### src/rtl/gpio_irq_pkg.sv
package gpio_irq_pkg;

    localparam int WORD_W    = 32;
    localparam int CFG_PINS  = 32;
    localparam int STAT_PINS = 31;

    typedef enum logic [1:0] {
        REG_ENABLE   = 2'd0,
        REG_POLARITY = 2'd1,
        REG_STAT_AS  = 2'd2,
        REG_STAT_DE  = 2'd3
    } reg_region_e;

    typedef struct packed {
        logic asrt;
        logic deas;
    } pin_evt_t;

    function automatic int cfg_word(input int p);
        return p / CFG_PINS;
    endfunction

    function automatic int cfg_bit(input int p);
        return p % CFG_PINS;
    endfunction

    function automatic int stat_word(input int p);
        return p / STAT_PINS;
    endfunction

    function automatic int stat_bit(input int p);
        return (p % STAT_PINS) + 1;
    endfunction

endpackage

### src/rtl/gpio_sync.sv
module gpio_sync #(
    parameter int WIDTH  = 96,
    parameter int STAGES = 2
) (
    input  logic             clk,
    input  logic             rst,
    input  logic [WIDTH-1:0] d_i,
    output logic [WIDTH-1:0] q_o
);

    logic [WIDTH-1:0] stage_q [STAGES];

    always_ff @(posedge clk) begin
        if (rst) begin
            for (int s = 0; s < STAGES; s++) stage_q[s] <= '0;
        end else begin
            stage_q[0] <= d_i;
            for (int s = 1; s < STAGES; s++) stage_q[s] <= stage_q[s-1];
        end
    end

    assign q_o = stage_q[STAGES-1];

endmodule

### src/rtl/gpio_edge_detect.sv
module gpio_edge_detect
    import gpio_irq_pkg::*;
#(
    parameter int NUM_PINS = 96
) (
    input  logic                clk,
    input  logic                rst,
    input  logic [NUM_PINS-1:0] lvl_i,
    input  logic [NUM_PINS-1:0] pol_i,
    output logic [NUM_PINS-1:0] asrt_o,
    output logic [NUM_PINS-1:0] deas_o
);

    logic [NUM_PINS-1:0] prev_q;
    pin_evt_t [NUM_PINS-1:0] evt;

    always_ff @(posedge clk) begin
        if (rst) prev_q <= '0;
        else     prev_q <= lvl_i;
    end

    always_comb begin
        for (int p = 0; p < NUM_PINS; p++) begin
            logic rise, fall;
            rise = lvl_i[p] & ~prev_q[p];
            fall = ~lvl_i[p] & prev_q[p];
            evt[p].asrt = pol_i[p] ? rise : fall;
            evt[p].deas = pol_i[p] ? fall : rise;
        end
    end

    always_comb begin
        for (int p = 0; p < NUM_PINS; p++) begin
            asrt_o[p] = evt[p].asrt;
            deas_o[p] = evt[p].deas;
        end
    end

    // an event only where the synchronized level moved since the last cycle
    assert_evt_needs_change_R8: assert property (@(posedge clk) disable iff (rst)
        ((asrt_o | deas_o) & ~(lvl_i ^ $past(lvl_i))) == '0);

endmodule

### src/rtl/gpio_cfg_bank.sv
module gpio_cfg_bank
    import gpio_irq_pkg::*;
#(
    parameter int NUM_PINS = 96,
    parameter int IDX_W    = 4
) (
    input  logic                clk,
    input  logic                rst,
    input  logic                wr_i,
    input  logic [IDX_W-1:0]    idx_i,
    input  logic [WORD_W-1:0]   wdata_i,
    output logic [NUM_PINS-1:0] bits_o,
    output logic [WORD_W-1:0]   rd_word_o
);

    logic [NUM_PINS-1:0] bits_q;

    always_ff @(posedge clk) begin
        if (rst) begin
            bits_q <= '0;
        end else if (wr_i) begin
            for (int p = 0; p < NUM_PINS; p++) begin
                if (idx_i == IDX_W'(cfg_word(p))) bits_q[p] <= wdata_i[cfg_bit(p)];
            end
        end
    end

    always_comb begin
        rd_word_o = '0;
        for (int p = 0; p < NUM_PINS; p++) begin
            if (idx_i == IDX_W'(cfg_word(p))) rd_word_o[cfg_bit(p)] = bits_q[p];
        end
    end

    assign bits_o = bits_q;

    // without a write the settings hold
    assert_hold_without_write_R4: assert property (@(posedge clk) disable iff (rst)
        !wr_i |=> $stable(bits_o));

endmodule

### src/rtl/gpio_status_bank.sv
module gpio_status_bank
    import gpio_irq_pkg::*;
#(
    parameter int NUM_PINS = 96,
    parameter int IDX_W    = 4
) (
    input  logic                clk,
    input  logic                rst,
    input  logic [NUM_PINS-1:0] evt_i,
    input  logic                wr_i,
    input  logic [IDX_W-1:0]    idx_i,
    input  logic [WORD_W-1:0]   wdata_i,
    output logic [NUM_PINS-1:0] bits_o,
    output logic [WORD_W-1:0]   rd_word_o
);

    logic [NUM_PINS-1:0] bits_q;
    logic [NUM_PINS-1:0] clr;
    logic                unused_bit0;

    assign unused_bit0 = wdata_i[0];

    always_comb begin
        clr = '0;
        for (int p = 0; p < NUM_PINS; p++) begin
            clr[p] = wr_i && (idx_i == IDX_W'(stat_word(p))) && wdata_i[stat_bit(p)];
        end
    end

    always_ff @(posedge clk) begin
        if (rst) bits_q <= '0;
        else     bits_q <= (bits_q & ~clr) | evt_i;
    end

    always_comb begin
        rd_word_o = '0;
        for (int p = 0; p < NUM_PINS; p++) begin
            if (idx_i == IDX_W'(stat_word(p))) rd_word_o[stat_bit(p)] = bits_q[p];
        end
    end

    assign bits_o = bits_q;

    // every event leaves its bit set, even under a clearing write
    assert_event_sets_R7: assert property (@(posedge clk) disable iff (rst)
        (evt_i != '0) |=> ((bits_o & $past(evt_i)) == $past(evt_i)));

    // no bit appears without an event
    assert_no_spurious_set_R6: assert property (@(posedge clk) disable iff (rst)
        (bits_o & ~$past(bits_o) & ~$past(evt_i)) == '0);

    // a written 1 without a competing event clears the bit
    assert_w1c_clears_R5: assert property (@(posedge clk) disable iff (rst)
        wr_i |=> ((bits_o & $past(clr & ~evt_i)) == '0));

endmodule

### src/rtl/gpio_edge_irq.sv
module gpio_edge_irq
    import gpio_irq_pkg::*;
#(
    parameter int NUM_PINS    = 96,
    parameter int SYNC_STAGES = 2,
    parameter int IDX_W       = 4
) (
    input  logic                clk,
    input  logic                rst,
    input  logic [NUM_PINS-1:0] pin_i,
    input  logic                reg_wr,
    input  logic [IDX_W+1:0]    reg_addr,
    input  logic [WORD_W-1:0]   reg_wdata,
    output logic [WORD_W-1:0]   reg_rdata,
    output logic                irq_assert_o,
    output logic                irq_deassert_o
);

    localparam int ADDR_W = IDX_W + 2;

    reg_region_e         region;
    logic [IDX_W-1:0]    idx;
    logic [NUM_PINS-1:0] lvl, asrt_evt, deas_evt;
    logic [NUM_PINS-1:0] en_bits, pol_bits, sa_bits, sd_bits;
    logic [WORD_W-1:0]   en_rd, pol_rd, sa_rd, sd_rd;
    logic                wr_en, wr_pol, wr_sa, wr_sd;

    assign region = reg_region_e'(reg_addr[ADDR_W-1 -: 2]);
    assign idx    = reg_addr[IDX_W-1:0];
    assign wr_en  = reg_wr && (region == REG_ENABLE);
    assign wr_pol = reg_wr && (region == REG_POLARITY);
    assign wr_sa  = reg_wr && (region == REG_STAT_AS);
    assign wr_sd  = reg_wr && (region == REG_STAT_DE);

    gpio_sync #(.WIDTH(NUM_PINS), .STAGES(SYNC_STAGES)) u_sync (
        .clk(clk), .rst(rst), .d_i(pin_i), .q_o(lvl)
    );

    gpio_edge_detect #(.NUM_PINS(NUM_PINS)) u_edge (
        .clk(clk), .rst(rst), .lvl_i(lvl), .pol_i(pol_bits),
        .asrt_o(asrt_evt), .deas_o(deas_evt)
    );

    gpio_cfg_bank #(.NUM_PINS(NUM_PINS), .IDX_W(IDX_W)) u_enable (
        .clk(clk), .rst(rst), .wr_i(wr_en), .idx_i(idx), .wdata_i(reg_wdata),
        .bits_o(en_bits), .rd_word_o(en_rd)
    );

    gpio_cfg_bank #(.NUM_PINS(NUM_PINS), .IDX_W(IDX_W)) u_polarity (
        .clk(clk), .rst(rst), .wr_i(wr_pol), .idx_i(idx), .wdata_i(reg_wdata),
        .bits_o(pol_bits), .rd_word_o(pol_rd)
    );

    gpio_status_bank #(.NUM_PINS(NUM_PINS), .IDX_W(IDX_W)) u_stat_as (
        .clk(clk), .rst(rst), .evt_i(asrt_evt), .wr_i(wr_sa), .idx_i(idx),
        .wdata_i(reg_wdata), .bits_o(sa_bits), .rd_word_o(sa_rd)
    );

    gpio_status_bank #(.NUM_PINS(NUM_PINS), .IDX_W(IDX_W)) u_stat_de (
        .clk(clk), .rst(rst), .evt_i(deas_evt), .wr_i(wr_sd), .idx_i(idx),
        .wdata_i(reg_wdata), .bits_o(sd_bits), .rd_word_o(sd_rd)
    );

    always_comb begin
        unique case (region)
            REG_ENABLE:   reg_rdata = en_rd;
            REG_POLARITY: reg_rdata = pol_rd;
            REG_STAT_AS:  reg_rdata = sa_rd;
            REG_STAT_DE:  reg_rdata = sd_rd;
            default:      reg_rdata = '0;
        endcase
    end

    assign irq_assert_o   = |(sa_bits & en_bits);
    assign irq_deassert_o = |(sd_bits & en_bits);

    // the assert line only rises after an assert event or an enable write
    assert_irq_as_cause_R6: assert property (@(posedge clk) disable iff (rst)
        $rose(irq_assert_o) |-> $past((asrt_evt != '0) || wr_en));

    // same for the deassert line
    assert_irq_de_cause_R6: assert property (@(posedge clk) disable iff (rst)
        $rose(irq_deassert_o) |-> $past((deas_evt != '0) || wr_en));

    // bit 0 of a status word never reads 1
    assert_stat_bit0_zero_R3: assert property (@(posedge clk) disable iff (rst)
        ((region == REG_STAT_AS) || (region == REG_STAT_DE)) |-> !reg_rdata[0]);

endmodule

### config.mk
export PLATFORM = sky130hd
export DESIGN_NAME = gpio_edge_irq
export DESIGN_NICKNAME = d
export VERILOG_FILES = /design/src/rtl/gpio_irq_pkg.sv /design/src/rtl/gpio_sync.sv /design/src/rtl/gpio_edge_detect.sv /design/src/rtl/gpio_cfg_bank.sv /design/src/rtl/gpio_status_bank.sv /design/src/rtl/gpio_edge_irq.sv
export SDC_FILE = /design/constraint.sdc
export NUM_CORES = 1
export LEC_CHECK = 0
export ABC_AREA = 1
export BUFFER_PORTS_ARGS = -buffer_cell sky130_fd_sc_hd__buf_2
export CORE_UTILIZATION = 53
export DETAILED_ROUTE_END_ITERATION = 12
export MAX_ROUTING_LAYER = met4
export PLACE_DENSITY = 0.71
export SLEW_MARGIN = 20
export SYNTH_ARGS = -nofsm -noshare
export SYNTH_HDL_FRONTEND = slang
export SYNTH_SLANG_ARGS = --single-unit
### constraint.sdc
create_clock -name clk -period 1.7 [get_ports clk]
set_clock_uncertainty 0.15 [all_clocks]
set_input_delay 0.085 -clock clk [delete_from_list [all_inputs] [get_ports clk]]
set_output_delay 0.085 -clock clk [all_outputs]
set_load 0.02 [all_outputs]
==> qor.txt, run 1 <==
Pwr/cell area -> 938.3 nW/um2
Num CTS Buffers -> 70
Die height -> 237.5 um
DPL Wire Length -> 63080 um
Vias in the first global route -> 28120
Port Buffer Count -> 170
Starting DRT DRC Count -> 2923
Clock Path Buffers -> 3
Global placer's final weighted congestion -> 0.9561
R2r setup slk -> 0.30 ns
Pre-antenna DRT Iters -> 8
Max-cap violations -> 0
Startpoint Class -> flip-flop
Final setup violation count -> 34
Gr usage total -> 33.96%
Post-Syn Area per Cell -> 6.891 um2
Rel. slew slack -> 72.08%
Initial antenna violation count -> 0
DR WL/cell -> 17.01 um
Slew Limit Fails -> 0
Delay-heaviest family, CP -> simple AND/OR/NAND/NOR gates
Max Clk Rate -> 453.1 MHz
CP required -> 1.46 ns
Top Layer Used -> met4
Nets@finish -> 4889
Drt drc -> 0
Clk pin slew, worst setup/hold paths -> 0.06 ns
Final Hold Viols -> 0
Commonest non-fill, non-tap cell in the layout -> nand2_1
Fill count -> 4349
Root buffer cell -> clkbuf_16
Worst path arrival time -> 1.97 ns
Metal2 WL -> 42780 um
CP max FO -> 3
Via Count -> 30120
N_diodes -> 0
Leak -> 0.01681 uW
Commonest non-fill, non-tap cells in the layout -> 862 x nand2_1, 611 x nor2_1, 522 x inv_1, 508 x dfxtp_1, 400 x nand3_1
Period utilisation layout -> 129.8%
Largest net degree at the start of global routing -> 103
WHS -> 0.03172 ns
Placed Area -> 32820 um2
M1 wire length -> 40110 um
Unrepaired setup endpoints after global routing -> yes
Pwr Total -> 36380 uW
WS Path Type -> flip-flop to output port
Post-route minimum period -> 2.207 ns
Placement Rows -> 85
First-pass GRT wire length -> 148400 um
Crit path cell chain -> nand2_4 > nand2_4 > nor2_4 > nand2_2 > nor2_2 > nand2_1 > nor2_1 > nand2_2 > buf_6
Yosys warning count -> 0
Htree depth -> 3
Layout cell share with drive strength beyond 1 -> 20.70%
DRT antenna net count -> 0
Initial Utilization -> 54.09%
Worst hold-check path type -> primary input to flip-flop
Clk_lat worst skew -> 0.64 ns
Failing checks -> negative setup slack
Total Wirelength -> 94330 um
Grt ovf -> 0
Design area -> 38770 um2
Vias/cell -> 5.431
Register bit total from synthesis -> 672
CTS Sinks -> 672
Slew @ Worst Pin -> 0.4183 ns
Chip Width -> 237.5 um
Synthesized instance count -> 4266
CTS tree -> yes
Element type at the critical path end -> output port
Synth-to-layout area growth -> 31.87%
Critical-path top delay cell -> dfxtp_4
# IOs -> 171
Max IR drop VDD -> 0.8412 mV
Status -> finished, violations left
WP buf/inv -> 1
Met3 WL -> 7730 um
Syn nets -> 4403
Worst stage delay on the critical path -> 0.37 ns
Die area -> 56410 um2
Area of the core -> 54350 um2
Synth cell types -> 24
Mapped Area -> 29400 um2
Post-route setup slack -> -0.5072 ns
Sequential area share after synthesis -> 45.76%
## routing by layer
metal / GRT usage, % / vias to the layer above
met4: 13.86 / 0
li1: - / 14710
met3: 5.412 / 233
met2: 53.12 / 1298
met5: - / -
met1: 43.81 / 13880
## cell usage after synthesis
cell      number  area share (%)
buf_1         26            0.33
nor2_4         8            0.31
o211ai_1       1           0.026
a31oi_1       58             1.2
nand4_1       47             1.0
clkinv_1       3           0.038
nand2_1      927              12
clkbuf_1     121             1.5
dfxtp_1      672              46
a21oi_1      175             3.0
nor2_2         3           0.064
nand3b_1      53             1.4
nand3_1      481             8.2
buf_2         74             1.3
inv_1        548             7.0
inv_2          4           0.051
nand2_4        1           0.038
o22ai_1        1           0.021
or2_2         12            0.26
a211oi_1     186             4.7
nand2_2        4           0.085
nor2_1       655             8.4
o21bai_1       1           0.026
o21ai_0      205             3.5
## logic make-up (layout without fill, tap and decap cells)
kind of cell	after synthesis	in the layout	synth area share, %
simple gates	2191	2191	31.49
buf+inv	776	1316	10.22
flops	672	672	45.76
compound gates	627	627	12.53
## power by group
group,switching [uW],internal (uW)
combinational,1800,1310
clock,6570,10100
sequential,359,16300
## sequential cells by signal, indices dropped and copies added (netlist names)
| signal | count |
|---|---|
| u_stat_as.bits_o | 96 |
| u_polarity.bits_o | 96 |
| u_sync.stage_q | 192 |
| u_edge.prev_q | 96 |
| u_stat_de.bits_o | 96 |
| u_enable.bits_o | 96 |
## worst paths after layout
kind,startpoint,endpoint,depth (start not counted)
max,u_enable.bits_o[15],irq_assert_o,9
min,pin_i[81],u_sync.stage_q[0][81],4
max reg2reg,u_enable.bits_o[32],u_enable.bits_o[32],3
min reg2reg,u_sync.stage_q[0][72],u_sync.stage_q[0][168],2
## repair_timing
| action | 4_1_cts | 5_1_grt |
|---|---|---|
| gates resized for setup | 334 | 180 |
| hold buffers | 173 | 1 |
| setup endpoints to repair | 34 | 47 |
| pin swaps | 112 | 87 |
| gates cloned | 0 | 1 |
| buffers inserted | 29 | 18 |
| endpoints found under the hold margin | 580 | 1 |
## worst register-to-register path, cell delays in order, from the launching register on
cell	delay, ns
dfxtp_4	0.39
o21ai_0	0.09
dlygate4sd3_1	0.58
a21oi_1	0.12
## metrics by stage
stage                     util (%)  setup WS, ns  cells  TNS [ns]
after global routing         71.34       -0.5670   5545    -8.496
after detailed placement     60.40       -0.1154   5203    -5.128
after CTS                    70.10       -0.4748   5528    -6.663
after global placement       60.40       -0.1378   5203    -2.261
final                        71.34       -0.5072   5545    -6.670
after floorplan                  -        0.2315   4266         0
## area by class of cell
cell class / instances / area (um2) / share of cell area, %
Timing Repair Buffer: 635 / 5725 / 14.77
Multi-Input combinational cell: 2818 / 13830 / 35.67
Sequential cell: 672 / 13700 / 35.33
Inverter: 555 / 2086 / 5.380
Tap cell: 739 / 924.6 / 2.385
Clock inverter: 36 / 494.2 / 1.275
Clock buffer: 90 / 2012 / 5.190
Power figures use the tool's default switching activity.
==> run 2: changes to the inputs <==
--- a/config.mk
+++ b/config.mk
@@ -7,11 +7,11 @@
 export LEC_CHECK = 0
 export ABC_AREA = 1
 export BUFFER_PORTS_ARGS = -buffer_cell sky130_fd_sc_hd__buf_2
-export CORE_UTILIZATION = 53
+export CORE_UTILIZATION = 31
 export DETAILED_ROUTE_END_ITERATION = 12
 export MAX_ROUTING_LAYER = met4
-export PLACE_DENSITY = 0.71
 export SLEW_MARGIN = 20
 export SYNTH_ARGS = -nofsm -noshare
 export SYNTH_HDL_FRONTEND = slang
 export SYNTH_SLANG_ARGS = --single-unit
+export TNS_END_PERCENT = 30
==> run 2 against run 1 <==
- the flow finishes with violations (negative hold slack, negative setup slack)
- sequential power barely moved
- die area grew 70%
- power increased by 3.7%
- hold slack lost 0.032 ns
- first-iteration DRC count is 9.8% lower
- via count down 1.5%
- critical path type unchanged
- largest cell class is now sequential cells
- largest power group is now clock
- highest routed layer unchanged
==> qor.txt, run 2 (same netlist as run 1, synthesis figures left out) <==
Final std cells w/o fill -> 6117
Startpoint Class -> flip-flop
Pre-CTS WS -> -0.1769 ns
Htree depth -> 3
Final setup violation count -> 35
Clock power share -> 47.4%
Internal power -> 28600 uW
Gate power share -> 8.6%
Via Count -> 29680
Post-route minimum period -> 2.198 ns
R2r setup slk -> 0.37 ns
Die area -> 96070 um2
CP required -> 1.46 ns
CP max FO -> 3
Met2 usage -> 33.57%
Setup TNS Final -> -8.517 ns
Delay-heaviest family, CP -> simple AND/OR/NAND/NOR gates
WP buf/inv -> 1
Crit path cell chain -> nand2_1 > nand2_2 > nor2_4 > nand2_2 > nor2_2 > nand2_1 > nor2_1 > nand2_2 > buf_6
CP most frequent cell -> nand2_2
Max-cap violations -> 0
M1 GR Usage -> 28.70%
Layout cell share with drive strength beyond 1 -> 19.30%
Drt drc -> 0
Pre-antenna DRT Iters -> 6
Period utilisation layout -> 129.3%
Final Hold Viols -> 1
Slew @ Worst Pin -> 0.6372 ns
Unrepaired setup endpoints after global routing -> yes
Leak -> 0.01698 uW
DRT antenna net count -> 0
Met3 Use GR -> 2.323%
Clock Path Buffers -> 3
Most used routing layer -> met2
DPL Wire Length -> 69740 um
Num CTS Buffers -> 78
Total Wirelength -> 100600 um
Cell depth of the worst setup path -> 9
Dpl cells -> 5752
Area of the core -> 93610 um2
Slew Limit Fails -> 0
Element type at the critical path end -> output port
Critical Path Start -> u_stat_as.bits_o[27]
Reg2Reg Capture Point -> u_stat_as.bits_o[84]
Gr usage total -> 21.38%
CTS Sinks -> 672
Global placer's final weighted congestion -> 0.9408
Largest net degree at the start of global routing -> 56
Starting DRT DRC Count -> 2637
FF+latch area -> 13660 um2
Chip Width -> 310.0 um
Worst path arrival time -> 1.96 ns
WS Path Type -> flip-flop to output port
Clk_lat worst skew -> 0.63 ns
Root buffer cell -> clkbuf_16
CP endpoint -> irq_assert_o
Max IR drop VDD -> 0.6094 mV
Rel. slew slack -> 57.52%
# IOs -> 171
Max reg flops -> 192
Initial antenna violation count -> 4
Placement Rows -> 112
Nets@finish -> 4936
WHS -> -0.0006646 ns
Worst stage delay on the critical path -> 0.34 ns
Multi-input gate area -> 13530 um2
Synth-to-layout area growth -> 35.42%
Pwr/cell area -> 947.7 nW/um2
Max Clk Rate -> 454.9 MHz
Vias/cell -> 4.851
Failing checks -> negative hold slack, negative setup slack
P_sw -> 9127 uW
Register share of total power -> 44.1%
Commonest non-fill, non-tap cells in the layout -> 879 x nand2_1, 610 x nor2_1, 531 x inv_1, 528 x dfxtp_1, 436 x nand3_1
CTS tree -> yes
Initial Utilization -> 31.41%
Die height -> 310.0 um
First-pass GRT wire length -> 155800 um
DR WL/cell -> 16.45 um
Worst r2r src -> u_sync.stage_q[0][180]
Port Buffer Count -> 170
Fill count -> 9693
R2R depth -> 5
Clk pin slew, worst setup/hold paths -> 0.06 ns
Post-route setup slack -> -0.4982 ns
Vias in the first global route -> 27310
Reg with most FFs -> u_sync.stage_q
Grt ovf -> 0
Net Sw Frac -> 24.19%
Status -> finished, violations left
Critical-path top delay cell -> dfxtp_2
Worst hold-check path type -> primary input to flip-flop
Commonest non-fill, non-tap cell in the layout -> nand2_1
-- run 2: cell types whose count changed in the layout (fill, tap and decap cells not counted), sizes merged --
cell / before / now
diode: 0 / 3
clkbuf: 91 / 107
buf: 460 / 469
clkinv: 24 / 21
clkinvlp: 2 / 4
dlymetal6s4s: 0 / 3
bufinv: 11 / 10
dlygate4sd3: 174 / 201
inv: 554 / 555
-- run 2: metrics by stage --
step                      cell area, um2  utilization [%]  power, uW
after global routing               39810            42.53      39100
after CTS                          39140            41.81      38010
after detailed placement           33820            36.12      19660
after floorplan                    29400                -      18260
final                              39810            42.53      37730
after global placement             33820            36.12      19640
-- run 2: cell type report --
cell class | instances | share of cell area, %
inverters | 555 | 5.233
well taps | 1254 | 3.941
repair buffers | 674 | 15.61
clock inverters | 35 | 1.179
flip-flops and latches | 672 | 34.32
multi-input cells | 2818 | 33.99
clock buffers | 106 | 5.707
diodes | 3 | 0.01886
-- run 2: timing repair --
action / CTS / global route
hold buffers: 210 / 0
setup buffers: 4 / 9
gates resized for setup: 178 / 241
pin swaps: 64 / 93
endpoints found under the hold margin: 587 / 0
endpoints found under the setup margin: 34 / 243
-- run 2: how the worst min path moves through the flow --
stage,startpoint,endpoint,slack [ns],depth (start not counted)
2_1_floorplan,pin_i[0],u_sync.stage_q[0][0],0.04,2
3_3_place_gp,pin_i[88],u_sync.stage_q[0][88],0.14,3
3_5_place_dp,pin_i[33],u_sync.stage_q[0][33],0.14,3
4_1_cts,rst,u_stat_as.bits_o[39],0.008,5
5_1_grt,reg_addr[0],u_enable.bits_o[64],0.02,6
6_report,reg_addr[0],u_enable.bits_o[64],-0.0007,6
-- run 2: tightest hold or removal path, cell delays in order --
cell,delay [ns]
buf_6,0.13
nor2_4,0.07
nand2_2,0.08
buf_12,0.15
o21ai_0,0.08
a21oi_1,0.13
-- run 2: layer usage --
metal / up-vias / wire length (um)
li1: 14800 / -
met5: - / 0
met2: 923 / 45990
met4: 0 / 2962
met1: 13790 / 46080
met3: 166 / 5617
-- run 2: power by group through the flow --
stage / registers (uW) / clock network (uW) / logic, uW
6_report: 16600 / 17900 / 3230
5_1_grt: 16700 / 18900 / 3550
4_1_cts: 16600 / 18200 / 3160
3_5_place_dp: 17000 / 0 / 2710
3_3_place_gp: 17000 / 0 / 2690
2_1_floorplan: 16800 / 0 / 1420
